==> src/rtl/vid_reg_pkg.sv <==
package vid_reg_pkg;
  localparam int REG_CMP     = 6;
  localparam int REG_SCR     = 7;
  localparam int ST_LINE_BIT = 2;
  localparam int ST_VBL_BIT  = 5;

  typedef enum logic [1:0] {
    P_STAT = 2'd0,
    P_SEL  = 2'd1,
    P_DLO  = 2'd2,
    P_DHI  = 2'd3
  } port_e;
endpackage

==> src/rtl/vid_line_ctr.sv <==
module vid_line_ctr #(
  parameter int LINES  = 262,
  parameter int VIS    = 224,
  parameter int LINE_W = $clog2(LINES)
) (
  input  logic              clk_i,
  input  logic              rst_ni,
  input  logic              hsync_i,
  input  logic [15:0]       cmp_i,
  output logic [LINE_W-1:0] line_o,
  output logic              line_hit_o,
  output logic              vbl_hit_o
);
  localparam logic [LINE_W-1:0] LAST = LINE_W'(LINES - 1);
  localparam logic [LINE_W-1:0] VBL  = LINE_W'(VIS);

  logic [LINE_W-1:0] nxt;

  assign nxt        = (line_o == LAST) ? '0 : line_o + LINE_W'(1);
  assign line_hit_o = hsync_i && (16'(nxt) == cmp_i);
  assign vbl_hit_o  = hsync_i && (nxt == VBL);

  always_ff @(posedge clk_i or negedge rst_ni) begin
    if (!rst_ni)      line_o <= '0;
    else if (hsync_i) line_o <= nxt;
  end
endmodule

==> src/rtl/vid_reg_bank.sv <==
module vid_reg_bank
  import vid_reg_pkg::*;
#(
  parameter int IDX_W = 5
) (
  input  logic             clk_i,
  input  logic             rst_ni,
  input  logic             wr_i,
  input  logic [1:0]       addr_i,
  input  logic [7:0]       wdata_i,
  output logic [IDX_W-1:0] sel_o,
  output logic [15:0]      scr_o,
  output logic [15:0]      cmp_o,
  output logic [15:0]      sel_val_o
);
  localparam logic [IDX_W-1:0] I_CMP = IDX_W'(REG_CMP);
  localparam logic [IDX_W-1:0] I_SCR = IDX_W'(REG_SCR);

  logic [7:0] stage_q;

  always_ff @(posedge clk_i or negedge rst_ni) begin
    if (!rst_ni) begin
      sel_o   <= '0;
      stage_q <= '0;
      scr_o   <= '0;
      cmp_o   <= '0;
    end else if (wr_i) begin
      unique case (addr_i)
        P_STAT:  sel_o   <= wdata_i[IDX_W-1:0];
        P_DLO:   stage_q <= wdata_i;
        P_DHI: begin
          // commit on high byte only
          if (sel_o == I_CMP)      cmp_o <= {wdata_i, stage_q};
          else if (sel_o == I_SCR) scr_o <= {wdata_i, stage_q};
        end
        default: ;
      endcase
    end
  end

  always_comb begin
    if (sel_o == I_CMP)      sel_val_o = cmp_o;
    else if (sel_o == I_SCR) sel_val_o = scr_o;
    else                     sel_val_o = '0;
  end
endmodule

==> src/rtl/vid_irq_ctl.sv <==
module vid_irq_ctl
  import vid_reg_pkg::*;
(
  input  logic       clk_i,
  input  logic       rst_ni,
  input  logic       line_hit_i,
  input  logic       vbl_hit_i,
  input  logic       ack_i,
  output logic [7:0] status_o,
  output logic       irq_o
);
  logic line_q, vbl_q;

  // a new event in the acknowledge cycle is kept
  always_ff @(posedge clk_i or negedge rst_ni) begin
    if (!rst_ni) begin
      line_q <= 1'b0;
      vbl_q  <= 1'b0;
    end else begin
      line_q <= line_hit_i | (line_q & ~ack_i);
      vbl_q  <= vbl_hit_i  | (vbl_q  & ~ack_i);
    end
  end

  always_comb begin
    status_o              = '0;
    status_o[ST_LINE_BIT] = line_q;
    status_o[ST_VBL_BIT]  = vbl_q;
  end

  assign irq_o = line_q | vbl_q;
endmodule

==> src/rtl/vid_reg_if.sv <==
module vid_reg_if
  import vid_reg_pkg::*;
#(
  parameter int LINES  = 262,
  parameter int VIS    = 224,
  parameter int IDX_W  = 5,
  parameter int LINE_W = $clog2(LINES)
) (
  input  logic              clk_i,
  input  logic              rst_ni,
  input  logic              wr_i,
  input  logic              rd_i,
  input  logic [1:0]        addr_i,
  input  logic [7:0]        wdata_i,
  output logic [7:0]        rdata_o,
  input  logic              hsync_i,
  output logic [LINE_W-1:0] line_o,
  output logic [15:0]       scroll_o,
  output logic              irq_o
);
  logic [IDX_W-1:0] sel;
  logic [15:0]      scr, cmp, sel_val;
  logic [7:0]       status;
  logic             line_hit, vbl_hit, ack;

  assign ack = rd_i && (addr_i == P_STAT);

  vid_reg_bank #(.IDX_W(IDX_W)) u_bank (
    .clk_i, .rst_ni, .wr_i, .addr_i, .wdata_i,
    .sel_o(sel), .scr_o(scr), .cmp_o(cmp), .sel_val_o(sel_val)
  );

  vid_line_ctr #(.LINES(LINES), .VIS(VIS), .LINE_W(LINE_W)) u_ctr (
    .clk_i, .rst_ni, .hsync_i, .cmp_i(cmp),
    .line_o, .line_hit_o(line_hit), .vbl_hit_o(vbl_hit)
  );

  vid_irq_ctl u_irq (
    .clk_i, .rst_ni, .line_hit_i(line_hit), .vbl_hit_i(vbl_hit),
    .ack_i(ack), .status_o(status), .irq_o
  );

  always_ff @(posedge clk_i or negedge rst_ni) begin
    if (!rst_ni)      scroll_o <= '0;
    else if (hsync_i) scroll_o <= scr;
  end

  always_comb begin
    rdata_o = '0;
    if (rd_i) begin
      unique case (addr_i)
        P_STAT: rdata_o = status;
        P_SEL:  rdata_o = 8'(sel);
        P_DLO:  rdata_o = sel_val[7:0];
        P_DHI:  rdata_o = sel_val[15:8];
        default: rdata_o = '0;
      endcase
    end
  end
endmodule

==> config.mk <==
export PLATFORM = sky130hd
export DESIGN_NAME = vid_reg_if
export DESIGN_NICKNAME = d
export VERILOG_FILES = /design/src/rtl/vid_reg_pkg.sv /design/src/rtl/vid_line_ctr.sv /design/src/rtl/vid_reg_bank.sv /design/src/rtl/vid_irq_ctl.sv /design/src/rtl/vid_reg_if.sv
export SDC_FILE = /design/constraint.sdc
export NUM_CORES = 1
export LEC_CHECK = 0
export ABC_AREA = 1
export BUFFER_PORTS_ARGS = -buffer_cell sky130_fd_sc_hd__buf_2
export CELL_PAD_IN_SITES_DETAIL_PLACEMENT = 0
export CELL_PAD_IN_SITES_GLOBAL_PLACEMENT = 1
export CORE_ASPECT_RATIO = 1.5
export CORE_MARGIN = 4
export CORE_UTILIZATION = 32
export CTS_CLUSTER_SIZE = 25
export DETAILED_ROUTE_END_ITERATION = 10
export GPL_TIMING_DRIVEN = 0
export PLACE_DENSITY = 0.66
export SLEW_MARGIN = 20
export SYNTH_ARGS = -nofsm -noshare
export SYNTH_HDL_FRONTEND = slang
export SYNTH_HIERARCHICAL = 1
export SYNTH_SLANG_ARGS = --single-unit
==> constraint.sdc <==
create_clock -name clk_i -period 3.15 [get_ports clk_i]
set_input_delay 0.7875 -clock clk_i [delete_from_list [all_inputs] [get_ports clk_i]]
set_output_delay 0.7875 -clock clk_i [all_outputs]
set_load 0.005 [all_outputs]
# == Word level (Yosys, flattened, before mapping) ==
# Cells that the tools add are included.
# totals
reg_bits,72
in_bits,15
wordCells,37
# op_classes
addsub,1
n_eq_ne,8
mux,5
n_bitwise,7
n_reduce_logical,8
# ops
op,n
2-to-1 mux 16 bit,2
case mux 8 bit (4 select lines),1
equality test 9 x 16 -> 1 bit,1
"equality test 5 x 3 -> 1 bit, second input constant",2
"adder 9 x 1 -> 9 bit, second input constant",1
"equality test 9 x 8 -> 1 bit, second input constant",1
"equality test 9 bit, second input constant",1
2-to-1 mux 9 bit,1
2-to-1 mux 8 bit,1
"equality test 2 bit, second input constant",2
AND reduction 2 bit,2
AND reduction 4 bit,1
logical AND 1 bit,3
OR 1 bit,3
AND reduction 3 bit,1
AND 1 bit,2
"equality test 2 x 1 -> 1 bit, second input constant",1
zero test 2 bit,1
NOT 1 bit,2

# == Longest topological paths before layout ==
# depth
word_depth,5
mapped_depth,14
mapped_depth_nobuf,14

# == Hierarchy ==
# Netlist, hierarchy kept.
# modules_own_cells
module,n_inst,cells_each,area_each_um2
vid_reg_bank,1,257,2193.4
vid_reg_if,1,102,974.7
vid_line_ctr,1,126,807.0
vid_irq_ctl,1,19,146.4

# == Worst setup path after synthesis ==
# No wires, ideal clock.
# synth_timing
path_kind,flip-flop to output port
start,reg u_bank.sel_o[3]
end,out rdata_o[1]
t_arrival_ns,1.330
t_required_ns,2.362
slack_ns,1.033
stages_incl_launch_ff,12
n_path_buf,2
cell_sequence,dfrtp_1 > inv_1 > nand2_2 > nor2_4 > buf_6 > buf_6 > nand3_1 > nand2_1 > inv_1 > a21oi_1 > nor2_1 > nor2_1
# synth_between
elab_chain_len,5
elab_cells_between_ends,6
# synth_rtl
item,line,source
from (decl),vid_reg_bank.sv:11,"output logic [IDX_W-1:0] sel_o,"
from (signal assigned),vid_reg_bank.sv:29,P_STAT: sel_o <= wdata_i[IDX_W-1:0];
equality test 5 x 3 -> 1 bit,vid_reg_bank.sv:43,else if (sel_o == I_SCR) sel_val_o = scr_o;
2-to-1 mux 16 bit,vid_reg_bank.sv:43,
2-to-1 mux 16 bit *,vid_reg_bank.sv:42,if (sel_o == I_CMP) sel_val_o = cmp_o;
named net sel_val[1],vid_reg_if.sv:22,"logic [15:0] scr, cmp, sel_val;"
case mux 8 bit (4 select lines) *,vid_reg_if.sv:51,unique case (addr_i)
2-to-1 mux 8 bit *,vid_reg_if.sv:50,if (rd_i) begin
to (decl),vid_reg_if.sv:15,"output logic [7:0] rdata_o,"
# Mark *: on every way through the listed nets, which the timed path passes. The rest lies on a longest branch.

# == Final worst setup path ==
# layout_timing
start,reg u_bank.sel_o[1]
end,out rdata_o[3]
# Same word-level chain as after synthesis.

==> impl_metrics.csv <==
group,metric,value,unit
status,status,"finished, final reports clean",
cts,ctsRootBufferMaster,"clkbuf_16",
logic_synthesis,synthMuxAreaShare,5.28,%
floorplan,dieArea,0.0148,mm²
setup_path,crit_start,"u_bank/sel_o[1]",
logic_synthesis,synth_xor_area_share,0.638,%
sta,max_freq,0.346,GHz
cts,cts.htree.levels,3,
sta,final_max_slew_viol_count,0,
cts,tritoncts,"yes",
logic_synthesis,ys_top_cells_by_count,"nand2_1 (151), dfrtp_1 (72), nand3_1 (61)",
routing,routed_via_density,4.82,
power_and_ir_drop,pwr-share-seq,40.4,%
layout,antenna_cells,0,
place,portBuffers,48,
logic_synthesis,synth_compound_area_share,4.52,%
cts,cts_hold_buffers,0,
place,dp_hpwl,9080,µm
routing,wire_per_inst,15.9,µm
setup_path,r2r-start,"u_ctr/line_o[0]",
cts,cts_resized,0,
logic_synthesis,ys_seq_area_share,43.7,%
routing,dr.first_iter.drc_count,180,
logic_synthesis,synth_area_leader_cell,"dfrtp_1",
power_and_ir_drop,finalPower,2.98,mW
power_and_ir_drop,p_clk_share,36.1,%
floorplan,initial_core_util,32.8,%
logic_synthesis,syn_area_per_cell,8.18,µm²
logic_synthesis,synth_async_sr_flop_share,100,%
setup_path,worstPathRequired,2.36,ns
logic_synthesis,syn_area,0.00412,mm²
logic_synthesis,yosys_warnings,6,
setup_path,rr_endpoint,"u_irq/vbl_q",
global_route,antenna_found_initial,0,
global_route,grt_max_degree,39,
cts,cts_buffer_depth,2,
place,gp_congestion,0.835,
flow_run,drv_cap,0,
setup_path,worstPathArrival,2.10,ns
logic_synthesis,yosysMostFrequentCell,"nand2_1",
layout,area_growth,19.2,%
setup_path,r2r_cells,11,
power_and_ir_drop,p_leak,2.66,nW
setup_path,cp-start-kind,"flop",
logic_synthesis,synth_cell_types,31,
routing,drtPass1Iterations,5,
sta,finalCriticalPeriod,2.89,ns
global_route,grt_pass1_wl,19200,µm
power_and_ir_drop,p_per_area,607,mW/mm²
setup_path,endpoint,"rdata_o[3]",
cts,clkSinkCount,72,
cts,numCtsBuffers,9,
hold_path,hold_class,"primary input to asynchronous set/reset pin",
logic_synthesis,synth-simple-area-share,34.2,%
logic_synthesis,synthFlopType,"dfrtp_1",
logic_synthesis,synth_top_area_share,43.7,%
logic_synthesis,synth-edff-count,0,
floorplan,rows,50,
sta,setup_tns,0,ns
cts,clk_pin_slew,0.05,ns
cts,cts_setup_buffers,0,
routing,drcViolationCount,0,
logic_synthesis,syn_inst,504,
global_route,grt_pass1_vias,3682,
routing,dr_total_vias,3519,
setup_path,endpoint_kind,"primary output",
floorplan,core-area,0.0126,mm²
routing,antenna_left,0,
power_and_ir_drop,p_sw,0.945,mW
sta,fin_crit_sh,91.7,%
floorplan,num_io_pins,49,
power_and_ir_drop,internal_power,2.03,mW
floorplan,die_w,101,µm
setup_path,cp_max_fo,10,
floorplan,die_h,147,µm
global_route,grt_use_total,16.8,%
sta,fin_worst_skew,0.00534,ns
layout,layout-drive-gt1-share,24.0,%
routing,drt-total-wl,11600,µm
power_and_ir_drop,peakVddDrop,289,µV
sta,rsz0062_at_grt,"no",
cts,clock_latency,0.33,ns
logic_synthesis,synthAdderAreaFrac,0.607,%
logic_synthesis,synth_top_family_by_area,"simple AND/OR/NAND/NOR gates",
sta,hold_viol,0,
global_route,grt_overflow,0,
setup_path,r2r_setup_slack,1.30,ns
power_and_ir_drop,power_frac_comb,23.6,%
setup_path,timing_worst_setup_path_type,"flop to primary output",
layout,nNetsFinal,586,
logic_synthesis,ys_ff_latch,72,
sta,setup_viol_count_final,0,
power_and_ir_drop,swShare,31.7,%
logic_synthesis,synth_area_leaders,"dfrtp_1 (44%), nand2_1 (14%), nand3_1 (7.4%)",
## per-stage QoR
stage / util [%] / cell area, µm² / setup WS [ns] / std cells / hold slack [ns]
floorplan: - / 4140 / 1.03 / 509 / 0.456
detailed placement: 36.6 / 4600 / 0.600 / 714 / 0.488
global placement: 36.4 / 4580 / 0.614 / 713 / 0.486
global route: 39.1 / 4910 / 0.0431 / 730 / 0.447
finish: 39.1 / 4910 / 0.261 / 730 / 0.406
CTS: 39.1 / 4910 / 0.241 / 730 / 0.420
## worst min-delay path by stage
| stage | depth (start not counted) | startpoint | slack [ns] | end |
|---|---|---|---|---|
| 6_report | 1 | rst_ni | 0.41 | scroll_o[9] |
| 5_1_grt | 1 | rst_ni | 0.45 | scroll_o[14] |
| 4_1_cts | 1 | rst_ni | 0.42 | scroll_o[14] |
| 3_5_place_dp | 1 | scroll_o[15] | 0.49 | scroll_o[15] |
| 3_3_place_gp | 2 | u_bank/cmp_o[14] | 0.49 | u_bank/cmp_o[14] |
| 2_1_floorplan | 2 | u_irq/vbl_q | 0.46 | u_irq/vbl_q |
## power by group through the flow
stage	combinational, mW	clock, mW	sequential, mW
final	0.702	1.08	1.20
after global routing	0.813	1.14	1.23
after CTS	0.715	1.10	1.20
after detailed placement	0.712	0	1.22
after global placement	0.700	0	1.21
after floorplan	0.489	0	1.19
## per-layer routing
layer	part of all wire, %	vias to the layer above	GRT usage (%)
met4	4.0	0	8.50
met1	39	1644	19.8
li1	-	1784	-
met3	3.2	24	2.42
met2	54	67	29.2
met5	0	-	0
## flip-flops by register name (all words and copies together), names as in the netlist
register	flops
u_ctr/line_o	9
u_bank/cmp_o	16
u_irq/line_q	1
scroll_o	16
u_bank/stage_q	8
u_irq/vbl_q	1
u_bank/scr_o	16
u_bank/sel_o	5
## cell type report
class | count | area, µm²
inverters | 44 | 165
clock inverters | 5 | 81.3
plain buffers | 35 | 288
repair buffers | 49 | 263
multi-input cells | 358 | 1890
flip-flops and latches | 72 | 1800
well taps | 156 | 195
fillers | 1323 | 7660
clock buffers | 11 | 233
## cells in the final DEF, fill, tap and decap left out
cell        instances
xor2_1              3
nor2_1             22
nand2_1           151
inv_1              39
or2_1               1
buf_12              2
inv_2               5
o21ai_0            28
clkinv_4            1
buf_4              11
nor2_8              1
clkinvlp_4          1
nand3_1            61
nor2_4              3
clkbuf_16           9
o21ai_2             1
nand3_2             1
clkinv_2            1
ha_1                2
dfrtp_1            72
conb_1              6
nand4_1            38
mux2_4             10
bufinv_16           2
mux2_2              6
buf_2              57
nand2_4             2
nand3_4             2
buf_6              12
a21oi_1             6
o21a_1              1
clkbuf_1            4
nand3b_1            2
nand2_2             8
nor2_2              2
nor3_2              1
## critical path, stage by stage (launching register included)
cell      delay (ns)
dfrtp_1         0.41
nand2_1         0.11
inv_2           0.14
clkbuf_1        0.35
nand3_1         0.19
nand2_1         0.13
inv_1           0.05
a21oi_1         0.14
nor2_1          0.07
nor2_1          0.07
buf_2           0.11
## logic make-up (layout without fill, tap and decap cells)
| logic type | count (synthesis) | count (layout) |
|---|---|---|
| fa+ha+maj | 2 | 2 |
| compound gates | 36 | 36 |
| simple gates | 295 | 295 |
| flops | 72 | 72 |
| other cells | 1 | 6 |
| mux | 16 | 16 |
| xor+xnor | 3 | 3 |
| buf+inv | 79 | 144 |
(Power assumes the default switching activity.)
